[config.mk]
export PLATFORM = sky130hd
export DESIGN_NAME = arpwm_timer
export DESIGN_NICKNAME = d
export VERILOG_FILES = /design/src/rtl/arpwm_pkg.sv /design/src/rtl/arpwm_presc.sv /design/src/rtl/arpwm_count.sv /design/src/rtl/arpwm_wave.sv /design/src/rtl/arpwm_timer.sv
export SDC_FILE = /design/constraint.sdc
export NUM_CORES = 1
export LEC_CHECK = 0
export ABC_AREA = 1
export BUFFER_PORTS_ARGS = -buffer_cell sky130_fd_sc_hd__buf_2
export CORE_UTILIZATION = 53
export CTS_CLUSTER_SIZE = 28
export DETAILED_ROUTE_END_ITERATION = 6
export PLACE_DENSITY = 0.89
export SLEW_MARGIN = 20
export SYNTH_ARGS = -nofsm -noshare
export SYNTH_HDL_FRONTEND = slang
export SYNTH_SLANG_ARGS = --single-unit
[constraint.sdc]
create_clock -name clk -period 2.9 [get_ports clk]
set_input_delay 0.29 -clock clk [delete_from_list [all_inputs] [get_ports clk]]
set_output_delay 0.29 -clock clk [all_outputs]
set_load 0.05 [all_outputs]
[src/rtl/arpwm_pkg.sv]
package arpwm_pkg;
  typedef enum logic [1:0] {
    TRG_NONE = 2'b00,
    TRG_OVF  = 2'b01,
    TRG_BOTH = 2'b10,
    TRG_RSV  = 2'b11
  } trig_e;
endpackage

[src/rtl/arpwm_presc.sv]
module arpwm_presc #(
  parameter int SELW = 4,
  parameter int NMAX = 8
) (
  input  logic            clk,
  input  logic            rst_n,
  input  logic            en_i,
  input  logic            pre_en_i,
  input  logic [SELW-1:0] sel_i,
  output logic            tick_o
);
  localparam int PCW = (NMAX > 0) ? NMAX : 1;

  logic [PCW-1:0] pc_q, pc_d;
  logic [SELW-1:0] sel_c;
  logic [PCW:0]   lim_w;
  logic           wrap;

  always_comb begin
    sel_c = (int'(sel_i) > NMAX) ? SELW'(NMAX) : sel_i;
    lim_w = ({{PCW{1'b0}}, 1'b1} << sel_c) - 1'b1;
    wrap  = (pc_q == lim_w[PCW-1:0]);
    tick_o = en_i && (!pre_en_i || wrap);
    if (!en_i || !pre_en_i) pc_d = '0;
    else if (wrap)          pc_d = '0;
    else                    pc_d = pc_q + 1'b1;
  end

  always_ff @(posedge clk or negedge rst_n) begin
    if (!rst_n) pc_q <= '0;
    else        pc_q <= pc_d;
  end

  // with the prescaler bypassed, every running clock is a tick
  presc_bypass_chk: assert property (@(posedge clk) disable iff (!rst_n)
    (en_i && !pre_en_i) |-> tick_o);
endmodule

[src/rtl/arpwm_count.sv]
module arpwm_count #(
  parameter int CW = 32
) (
  input  logic          clk,
  input  logic          rst_n,
  input  logic          tick_i,
  input  logic          start_i,
  input  logic          stop_i,
  input  logic          auto_i,
  input  logic          cmp_en_i,
  input  logic          cnt_wr_i,
  input  logic [CW-1:0] cnt_wdata_i,
  input  logic          ld_wr_i,
  input  logic [CW-1:0] ld_val_i,
  input  logic [CW-1:0] mt_val_i,
  output logic          run_o,
  output logic          ovf_o,
  output logic          mat_o,
  output logic [CW-1:0] ld_pend_o,
  output logic [CW-1:0] mt_pend_o
);
  logic [CW-1:0] cnt_q, cnt_d, mt_q, mt_d, ldp_q, ldp_d, mtp_q, mtp_d;
  logic          run_q, run_d;

  assign ovf_o = tick_i && (cnt_q == {CW{1'b1}});
  assign mat_o = tick_i && cmp_en_i && (cnt_q == mt_q);

  always_comb begin
    cnt_d = cnt_q;
    run_d = run_q;
    mt_d  = mt_q;
    ldp_d = ldp_q;
    mtp_d = mtp_q;
    if (ld_wr_i) begin
      ldp_d = ld_val_i;
      mtp_d = mt_val_i;
    end
    if (!run_q) mt_d = ld_wr_i ? mt_val_i : mtp_q;
    if (ovf_o) begin
      cnt_d = ldp_q;
      mt_d  = mtp_q;
      if (!auto_i) run_d = 1'b0;
    end else if (tick_i) begin
      cnt_d = cnt_q + 1'b1;
    end
    if (cnt_wr_i) cnt_d = cnt_wdata_i;
    if (stop_i)   run_d = 1'b0;
    if (start_i)  run_d = 1'b1;
  end

  always_ff @(posedge clk or negedge rst_n) begin
    if (!rst_n) begin
      cnt_q <= '0;
      run_q <= 1'b0;
      mt_q  <= '0;
      ldp_q <= '0;
      mtp_q <= '0;
    end else begin
      cnt_q <= cnt_d;
      run_q <= run_d;
      mt_q  <= mt_d;
      ldp_q <= ldp_d;
      mtp_q <= mtp_d;
    end
  end

  assign run_o     = run_q;
  assign ld_pend_o = ldp_q;
  assign mt_pend_o = mtp_q;


  reload_chk: assert property (@(posedge clk) disable iff (!rst_n)
    (ovf_o && !cnt_wr_i) |=> (cnt_q == $past(ldp_q)));

  one_shot_chk: assert property (@(posedge clk) disable iff (!rst_n)
    (ovf_o && !auto_i && !start_i) |=> !run_q);
endmodule

[src/rtl/arpwm_wave.sv]
module arpwm_wave
  import arpwm_pkg::*;
(
  input  logic       clk,
  input  logic       rst_n,
  input  logic       run_i,
  input  logic       pulse_i,
  input  logic       idle_i,
  input  logic [1:0] trig_i,
  input  logic       ovf_i,
  input  logic       mat_i,
  input  logic       ovf_clr_i,
  input  logic       mat_clr_i,
  input  logic       ovf_ie_i,
  input  logic       mat_ie_i,
  output logic       out_o,
  output logic       ovf_flag_o,
  output logic       mat_flag_o,
  output logic       irq_o
);
  trig_e trig;
  logic  evt, out_q, out_d, fo_q, fo_d, fm_q, fm_d;

  always_comb begin
    trig = trig_e'(trig_i);
    evt  = ((trig == TRG_OVF || trig == TRG_BOTH) && ovf_i) ||
           ((trig == TRG_BOTH) && mat_i);
    if (!run_i)       out_d = idle_i;
    else if (pulse_i) out_d = evt ? !idle_i : idle_i;
    else              out_d = evt ? !out_q : out_q;
    fo_d = (fo_q && !ovf_clr_i) || ovf_i;
    fm_d = (fm_q && !mat_clr_i) || mat_i;
  end

  always_ff @(posedge clk or negedge rst_n) begin
    if (!rst_n) begin
      out_q <= 1'b0;
      fo_q  <= 1'b0;
      fm_q  <= 1'b0;
    end else begin
      out_q <= out_d;
      fo_q  <= fo_d;
      fm_q  <= fm_d;
    end
  end

  assign out_o      = out_q;
  assign ovf_flag_o = fo_q;
  assign mat_flag_o = fm_q;
  assign irq_o      = (fo_q && ovf_ie_i) || (fm_q && mat_ie_i);


  idle_out_chk: assert property (@(posedge clk) disable iff (!rst_n)
    !run_i |=> (out_q == $past(idle_i)));

  ovf_flag_chk: assert property (@(posedge clk) disable iff (!rst_n)
    ovf_i |=> fo_q);

  mat_flag_chk: assert property (@(posedge clk) disable iff (!rst_n)
    mat_i |=> fm_q);
endmodule

[src/rtl/arpwm_timer.sv]
module arpwm_timer #(
  parameter int CW   = 32,
  parameter int SELW = 4,
  parameter int NMAX = 8
) (
  input  logic            clk,
  input  logic            rst_n,
  input  logic            start,
  input  logic            stop,
  input  logic            auto_rld,
  input  logic            pre_en,
  input  logic [SELW-1:0] div_sel,
  input  logic            cmp_en,
  input  logic [1:0]      trig_sel,
  input  logic            pulse_mode,
  input  logic            idle_lvl,
  input  logic            ld_wr,
  input  logic [CW-1:0]   ld_val,
  input  logic [CW-1:0]   mt_val,
  input  logic            cnt_wr,
  input  logic [CW-1:0]   cnt_wdata,
  input  logic            ovf_ie,
  input  logic            mat_ie,
  input  logic            ovf_clr,
  input  logic            mat_clr,
  output logic            pwm_out,
  output logic            running,
  output logic            ovf_flag,
  output logic            mat_flag,
  output logic            irq,
  output logic            cfg_err
);
  import arpwm_pkg::*;
  localparam logic [CW:0] LIMIT = {1'b0, {CW{1'b1}}} - 2;

  logic          tick, ovf, mat;
  logic [CW-1:0] ld_pend, mt_pend;

  arpwm_presc #(.SELW(SELW), .NMAX(NMAX)) u_presc (
    .clk(clk), .rst_n(rst_n), .en_i(running), .pre_en_i(pre_en),
    .sel_i(div_sel), .tick_o(tick)
  );

  arpwm_count #(.CW(CW)) u_count (
    .clk(clk), .rst_n(rst_n), .tick_i(tick), .start_i(start), .stop_i(stop),
    .auto_i(auto_rld), .cmp_en_i(cmp_en), .cnt_wr_i(cnt_wr),
    .cnt_wdata_i(cnt_wdata), .ld_wr_i(ld_wr), .ld_val_i(ld_val),
    .mt_val_i(mt_val), .run_o(running), .ovf_o(ovf), .mat_o(mat),
    .ld_pend_o(ld_pend), .mt_pend_o(mt_pend)
  );

  arpwm_wave u_wave (
    .clk(clk), .rst_n(rst_n), .run_i(running), .pulse_i(pulse_mode),
    .idle_i(idle_lvl), .trig_i(trig_sel), .ovf_i(ovf), .mat_i(mat),
    .ovf_clr_i(ovf_clr), .mat_clr_i(mat_clr), .ovf_ie_i(ovf_ie),
    .mat_ie_i(mat_ie), .out_o(pwm_out), .ovf_flag_o(ovf_flag),
    .mat_flag_o(mat_flag), .irq_o(irq)
  );

  always_comb begin
    cfg_err = ({1'b0, ld_pend} > LIMIT) || ({1'b0, mt_pend} > LIMIT) ||
              ((trig_e'(trig_sel) == TRG_BOTH) &&
               ({1'b0, mt_pend} < ({1'b0, ld_pend} + 2)));
  end


  no_match_chk: assert property (@(posedge clk) disable iff (!rst_n)
    !cmp_en |-> !u_wave.mat_i);
endmodule

[After elaboration in Yosys (flattened, before gate mapping)]
Index checks and enable logic that the tools add are counted.
Storage, ports and cells
  flip-flop bits (word level): 140
  input bits: 117
  output and inout bits: 6
  word-level logic and storage cells: 72
Cells by class
  add/sub/neg operators: 4
  magnitude comparators: 4
  equality and inequality tests: 8
  shifts and indexed selects: 1
  multiplexer cells: 17
  reductions and logical operators: 29
Operators by type and width (count)
  32-bit 2-to-1 mux: 6
  32-bit > comparator, second input constant: 2
  32-bit by 2-bit adder with 33-bit output, second input constant: 1
  32-bit by 33-bit less-than comparator with 1-bit output: 1
  32-bit by 1-bit adder with 32-bit output, second input constant: 1
  32-bit equality test: 1
  32-bit equality test, second input constant: 1
  8-bit 2-to-1 mux: 2
  1-bit logical AND: 11
  1-bit logical OR: 9
  8-bit by 1-bit adder with 8-bit output, second input constant: 1
  8-bit equality test: 1
  1-bit 2-to-1 mux: 8
  1-bit by 4-bit << shifter with 8-bit output, first input constant: 1
  8-bit by 1-bit subtractor with 8-bit output, second input constant: 1
  1-bit zero test: 6
  3-bit nonzero test: 2
  4-bit > comparator, second input constant: 1
  4-bit 2-to-1 mux: 1
  3-bit by 2-bit inequality test with 1-bit output, second input constant: 1
  3-bit inequality test, second input constant: 1
  2-bit by 1-bit equality test with 1-bit output, second input constant: 1
  2-bit equality test, second input constant: 1
  2-bit by 1-bit inequality test with 1-bit output, second input constant: 1
  2-bit AND reduction: 1

[Depth between registers and ports, before layout]
  depth in word-level cells: 14
  gate-level depth with buffers: 23
  depth with buffers taken out: 23

[By module]
From an unflattened synthesis, not the netlist that was laid out.
Second synthesis, totals
  cells, all modules: 1281
  area total of the unflattened synthesis: 9450.3 µm²
Modules (own cells, without submodules)
  arpwm_count: times used 1, cells an instance 894, area each 6972.9 µm², sequential area each 3228.1 µm²
  arpwm_timer: times used 1, cells an instance 251, area each 1579.0 µm², sequential area each 0.0 µm²
  arpwm_presc: times used 1, cells an instance 109, area each 684.4 µm², sequential area each 200.2 µm²
  arpwm_wave: times used 1, cells an instance 27, area each 214.0 µm², sequential area each 75.1 µm²

[Worst setup path after synthesis]
Ideal clock, no wire load.
  path type: register to output
  start point: reg u_count.ldp_q[1], in the netlist u_count.ld_pend_o[1]
  end point: out cfg_err
  arrival time: 2974 ps
  required time: 2610 ps
  slack: -364 ps
  cell stages (with the launch flop): 24
  buffers on the path: 0
  path through: dfrtp_1 ha_1 nand3_1 nor2_1 nand2_1 nor2_2 nand2_1 inv_2 nand4_1 or2_1 nor2_2 nand3_1 nor2_1 nand2_1 o21ai_1 nand2_1 ha_1 nand2_1 o21ai_0 a21oi_1 nor2_1 nor2_1 nand4_1 nand2_1
On the way
  longest elaborated chain between the ends: 4
  elaborated cells on any way between the ends: 6
  those cells by class: add/sub: 1; order compare: 2; reduce/logical: 3
RTL lines
  from (decl): line arpwm_count.sv:22  | logic [CW-1:0] cnt_q, cnt_d, mt_q, mt_d, ldp_q, ldp_d, mtp_q, mtp_d;
  from (signal assigned): line arpwm_count.sv:62  | ldp_q <= ldp_d;
  32-bit by 2-bit adder with 33-bit output: line arpwm_timer.sv:63  | ({1'b0, mt_pend} < ({1'b0, ld_pend} + 2)));
  32-bit by 33-bit less-than comparator with 1-bit output: line arpwm_timer.sv:63
  1-bit logical AND: line arpwm_timer.sv:62  | ((trig_e'(trig_sel) == TRG_BOTH) &&
  1-bit logical OR *: line arpwm_timer.sv:61  | cfg_err = ({1'b0, ld_pend} > LIMIT) || ({1'b0, mt_pend} > LIMIT) ||
  to (decl): line arpwm_timer.sv:31  | output logic cfg_err
Every way passes the cells marked *; elsewhere a longest branch is shown, timed or not.

[Worst setup path in the final report]
  start point: reg u_count.ldp_q[2], in the netlist u_count.ld_pend_o[2]
  end point: out cfg_err
Same word-level chain as after synthesis.

==> summary.md <==
| Metric | Value |
|---|---|
| Clk slew on worst S/H paths | `60 ps` |
| Top fanout value on the critical path | `2` |
| Final Cell Area | `0.0114 sq mm` |
| Critical Path, Cell by Cell | `ha_2, nand3_2, nor2_2, nand2_2, nor2_4, nand2_2, inv_2, nand4_1, or2_1, nor2_2, nand3_2, nor2_1, nand2_1, o21ai_1, nand2_1, ha_1, nand2_1, o21ai_1, a21oi_1, nor2_1, nor2_1, nand4_1, nand2_4, buf_8` |
| IO Pins | `123` |
| Layer with the highest usage | `met2` |
| Final hold vios | `0` |
| Worst slack at placement | `-698 ps` |
| CP required | `2610 ps` |
| GR Util met2 | `0.498` |
| P_leak | `5.50 nW` |
| N_diodes | `0` |
| First-pass GRT wire length | `43200 um` |
| DRT Wirelength | `27200 um` |
| Yosys top cell area share | `0.376` |
| Worst Skew | `9.14 ps` |
| Final period util | `1.47` |
| Max cap viols | `0` |
| Setup Crit Path Kind | `register to primary output` |
| Mapped Area | `0.00932 sq mm` |
| Worst hold path class | `input port to register` |
| Vias in the first global route | `8859` |
| Worst-Skew Late Latency | `440 ps` |
| Post-DP HPWL | `19700 um` |
| Syn_nets | `1362` |
| Tot Pwr | `6.24 mW` |
| H-tree depth | `4` |
| Final Max Tran Viols | `0` |
| Top post-synthesis cells by count | `299 x nand2_1, 150 x inv_1, 140 x dfrtp_1` |
| Initial core utilization | `0.541` |
| Synth cell types | `55` |
| M3 GR Usage | `0.0728` |
| Fmax | `235 MHz` |
| Cells after synthesis | `1209` |
| Syn Area/Cell | `7.71 sq um` |
| Most used DFF post-synth | `dfrtp_1` |
| Drt pass-1 iters | `6` |
| Critical path's slowest cell | `dfrtp_1` |
| Fin Hold WS | `28.6 ps` |
| Die area | `0.0181 sq mm` |
| Fin crit period | `4260 ps` |
| Vias | `9104` |
| Nets | `1542` |
| Area leader, netlist | `dfrtp_1` |
| Layout cell share with drive strength beyond 1 | `0.230` |
| CTS Buffer Depth | `2` |
| Critical Path Start Type | `register` |
| GRT overflow | `0` |
| Fill cells | `1330` |
| Slew @ Worst Pin | `702 ps` |
| Largest net degree at the start of global routing | `85` |
| Core box area | `0.0172 sq mm` |
| ANT nets after route | `0` |
| Worst Setup End Kind | `primary output` |
| Placer Congestion | `0.925` |
| Initial drt markers | `867` |
| WL/cell | `16.7 um` |
| Async set-reset flop share out of synthesis | `1.00` |
| Final setup vio count | `1` |
| Area grow syn2layout | `21.8%` |
| Ys Warns | `0` |
| Port Buffers | `122` |
| Die height | `135 um` |
| Num Clock Sinks | `140` |
| Failing checks | `negative setup slack` |
| Row cnt | `48` |
| RSZ-0062 raised after global routing | `yes` |
| Register bit total from synthesis | `140` |
| Seq. cell area | `0.00350 sq mm` |
| Multi-input gate area | `0.00502 sq mm` |
| Vias per cell | `5.60` |
| Critical path data arrival time | `3970 ps` |
| Grt met1 use | `0.388` |
| Clock root buffer | `clkbuf_16` |
| Count leader, synth | `nand2_1` |
| Setup slack after layout | `-1360 ps` |
| EDFF count, synth | `0` |
| Antenna violations before repair | `0` |
| Power Dens Cells | `549 mW/mm^2` |
| Slowest stage delay, CP | `360 ps` |
| Synth top area cells | `dfrtp_1 38%, nand2_1 12%, o21ai_0 6.3%, inv_1 6.0%, xor2_1 5.2%` |
| Placed cell area | `0.0106 sq mm` |
| GRT Total Usage | `0.309` |
| TritonCTS Buffers | `17` |
| Status | `finished with violations` |
| CTS tree | `done` |
| VDD IR max | `468 uV` |
| Relative slew slack | `0.532` |
| Final core area utilization | `0.659` |
| Sequential area share after synthesis | `0.376` |
| Die W | `135 um` |
| DRC | `0` |
[power by group]
part / total (mW) / switching, mW / leakage (nW) / internal, mW
logic: 1.45 / 0.876 / 3.47 / 0.575
clock network: 2.41 / 0.843 / 0.312 / 1.56
registers: 2.38 / 0.210 / 1.72 / 2.17
total: 6.24 / 1.93 / 5.50 / 4.31
[worst max-delay path: cells and delay by family (launching register included)]
| kind | cells | cell delay [ps] |
|---|---|---|
| AND/OR/NAND/NOR | 17 | 2060 |
| adder cells (fa/ha/maj) | 2 | 470 |
| AO/OA/AOI/OAI | 3 | 420 |
| flip-flops | 1 | 360 |
| buffers and inverters | 2 | 210 |
[placed cells by master, fill, tap and decap left out, drive strengths merged, types with 3 or more instances in the layout]
| cell type | count |
|---|---|
| nor3 | 26 |
| inv | 160 |
| bufinv | 5 |
| o221ai | 22 |
| o21ai | 126 |
| nand3 | 42 |
| dfrtp | 140 |
| buf | 203 |
| a21oi | 32 |
| nand4 | 28 |
| ha | 36 |
| nor3b | 4 |
| clkinvlp | 3 |
| xnor2 | 10 |
| nor4 | 16 |
| xor2 | 55 |
| o22ai | 18 |
| clkbuf | 20 |
| a22oi | 6 |
| nor2 | 102 |
| a211oi | 3 |
| clkinv | 6 |
| nand2 | 307 |
| o211ai | 20 |
[per-stage QoR]
step	setup TNS, ps	cells
finish	-1360	1627
global route	-1500	1627
CTS	-1120	1625
detailed placement	-698	1592
global placement	-542	1592
floorplan	-241	1209
[cell families after synthesis]
family,synth area share
simple gates,0.254
compound gates,0.171
buf+inv,0.0895
flops,0.376
xor+xnor,0.0611
fa+ha+maj,0.0483
[final timing paths]
check | from | to | slack [ps] | depth (start not counted)
setup / recovery | u_count.ld_pend_o[2]$_DFFE_PN0P_ | cfg_err | -1360 | 24
hold / removal | ovf_clr | u_wave.ovf_flag_o$_DFF_PN0_ | 30 | 2
setup reg to reg | u_count.cnt_q[1]$_DFFE_PN0P_ | u_count.mt_q[8]$_DFFE_PN0P_ | 370 | 11
hold reg to reg | u_presc.pc_q[0]$_DFF_PN0_ | u_presc.pc_q[0]$_DFF_PN0_ | 520 | 1
max in group asynchronous | rst_n | u_count.mt_pend_o[30]$_DFF_PN0_ | 1720 | 3
min in group asynchronous | rst_n | u_count.ld_pend_o[1]$_DFFE_PN0P_ | 430 | 2
[timing repair]
item | CTS | global route
setup buffers | 0 | 2
endpoints found under the setup margin | 1 | 1
hold buffers | 1 | 0
gates resized for setup | 3 | 8
pin swaps | 1 | 15
hold endpoints to repair | 69 | 0
[layer usage]
metal / vias up / part of all wire
li1: 4355 / -
met1: 4183 / 0.41
met2: 460 / 0.46
met3: 106 / 0.093
met4: 0 / 0.040
met5: - / 0
[state kept, by name, summed over array words and instances, names as in the netlist]
register,flops
u_count.cnt_q,32
u_wave.out_o,1
u_count.mt_pend_o,32
u_count.mt_q,32
u_count.ld_pend_o,32
u_wave.ovf_flag_o,1
u_count.run_o,1
u_wave.mat_flag_o,1
u_presc.pc_q,8
[cell type report]
| cell class | instances | area share |
|---|---|---|
| flip-flops and latches | 140 | 0.309 |
| multi-input cells | 864 | 0.442 |
| clock buffers | 20 | 0.0402 |
| repair buffers | 204 | 0.114 |
| well taps | 225 | 0.0248 |
| inverters | 162 | 0.0535 |
| clock inverters | 12 | 0.0170 |
Power figures use the tool's default switching activity.
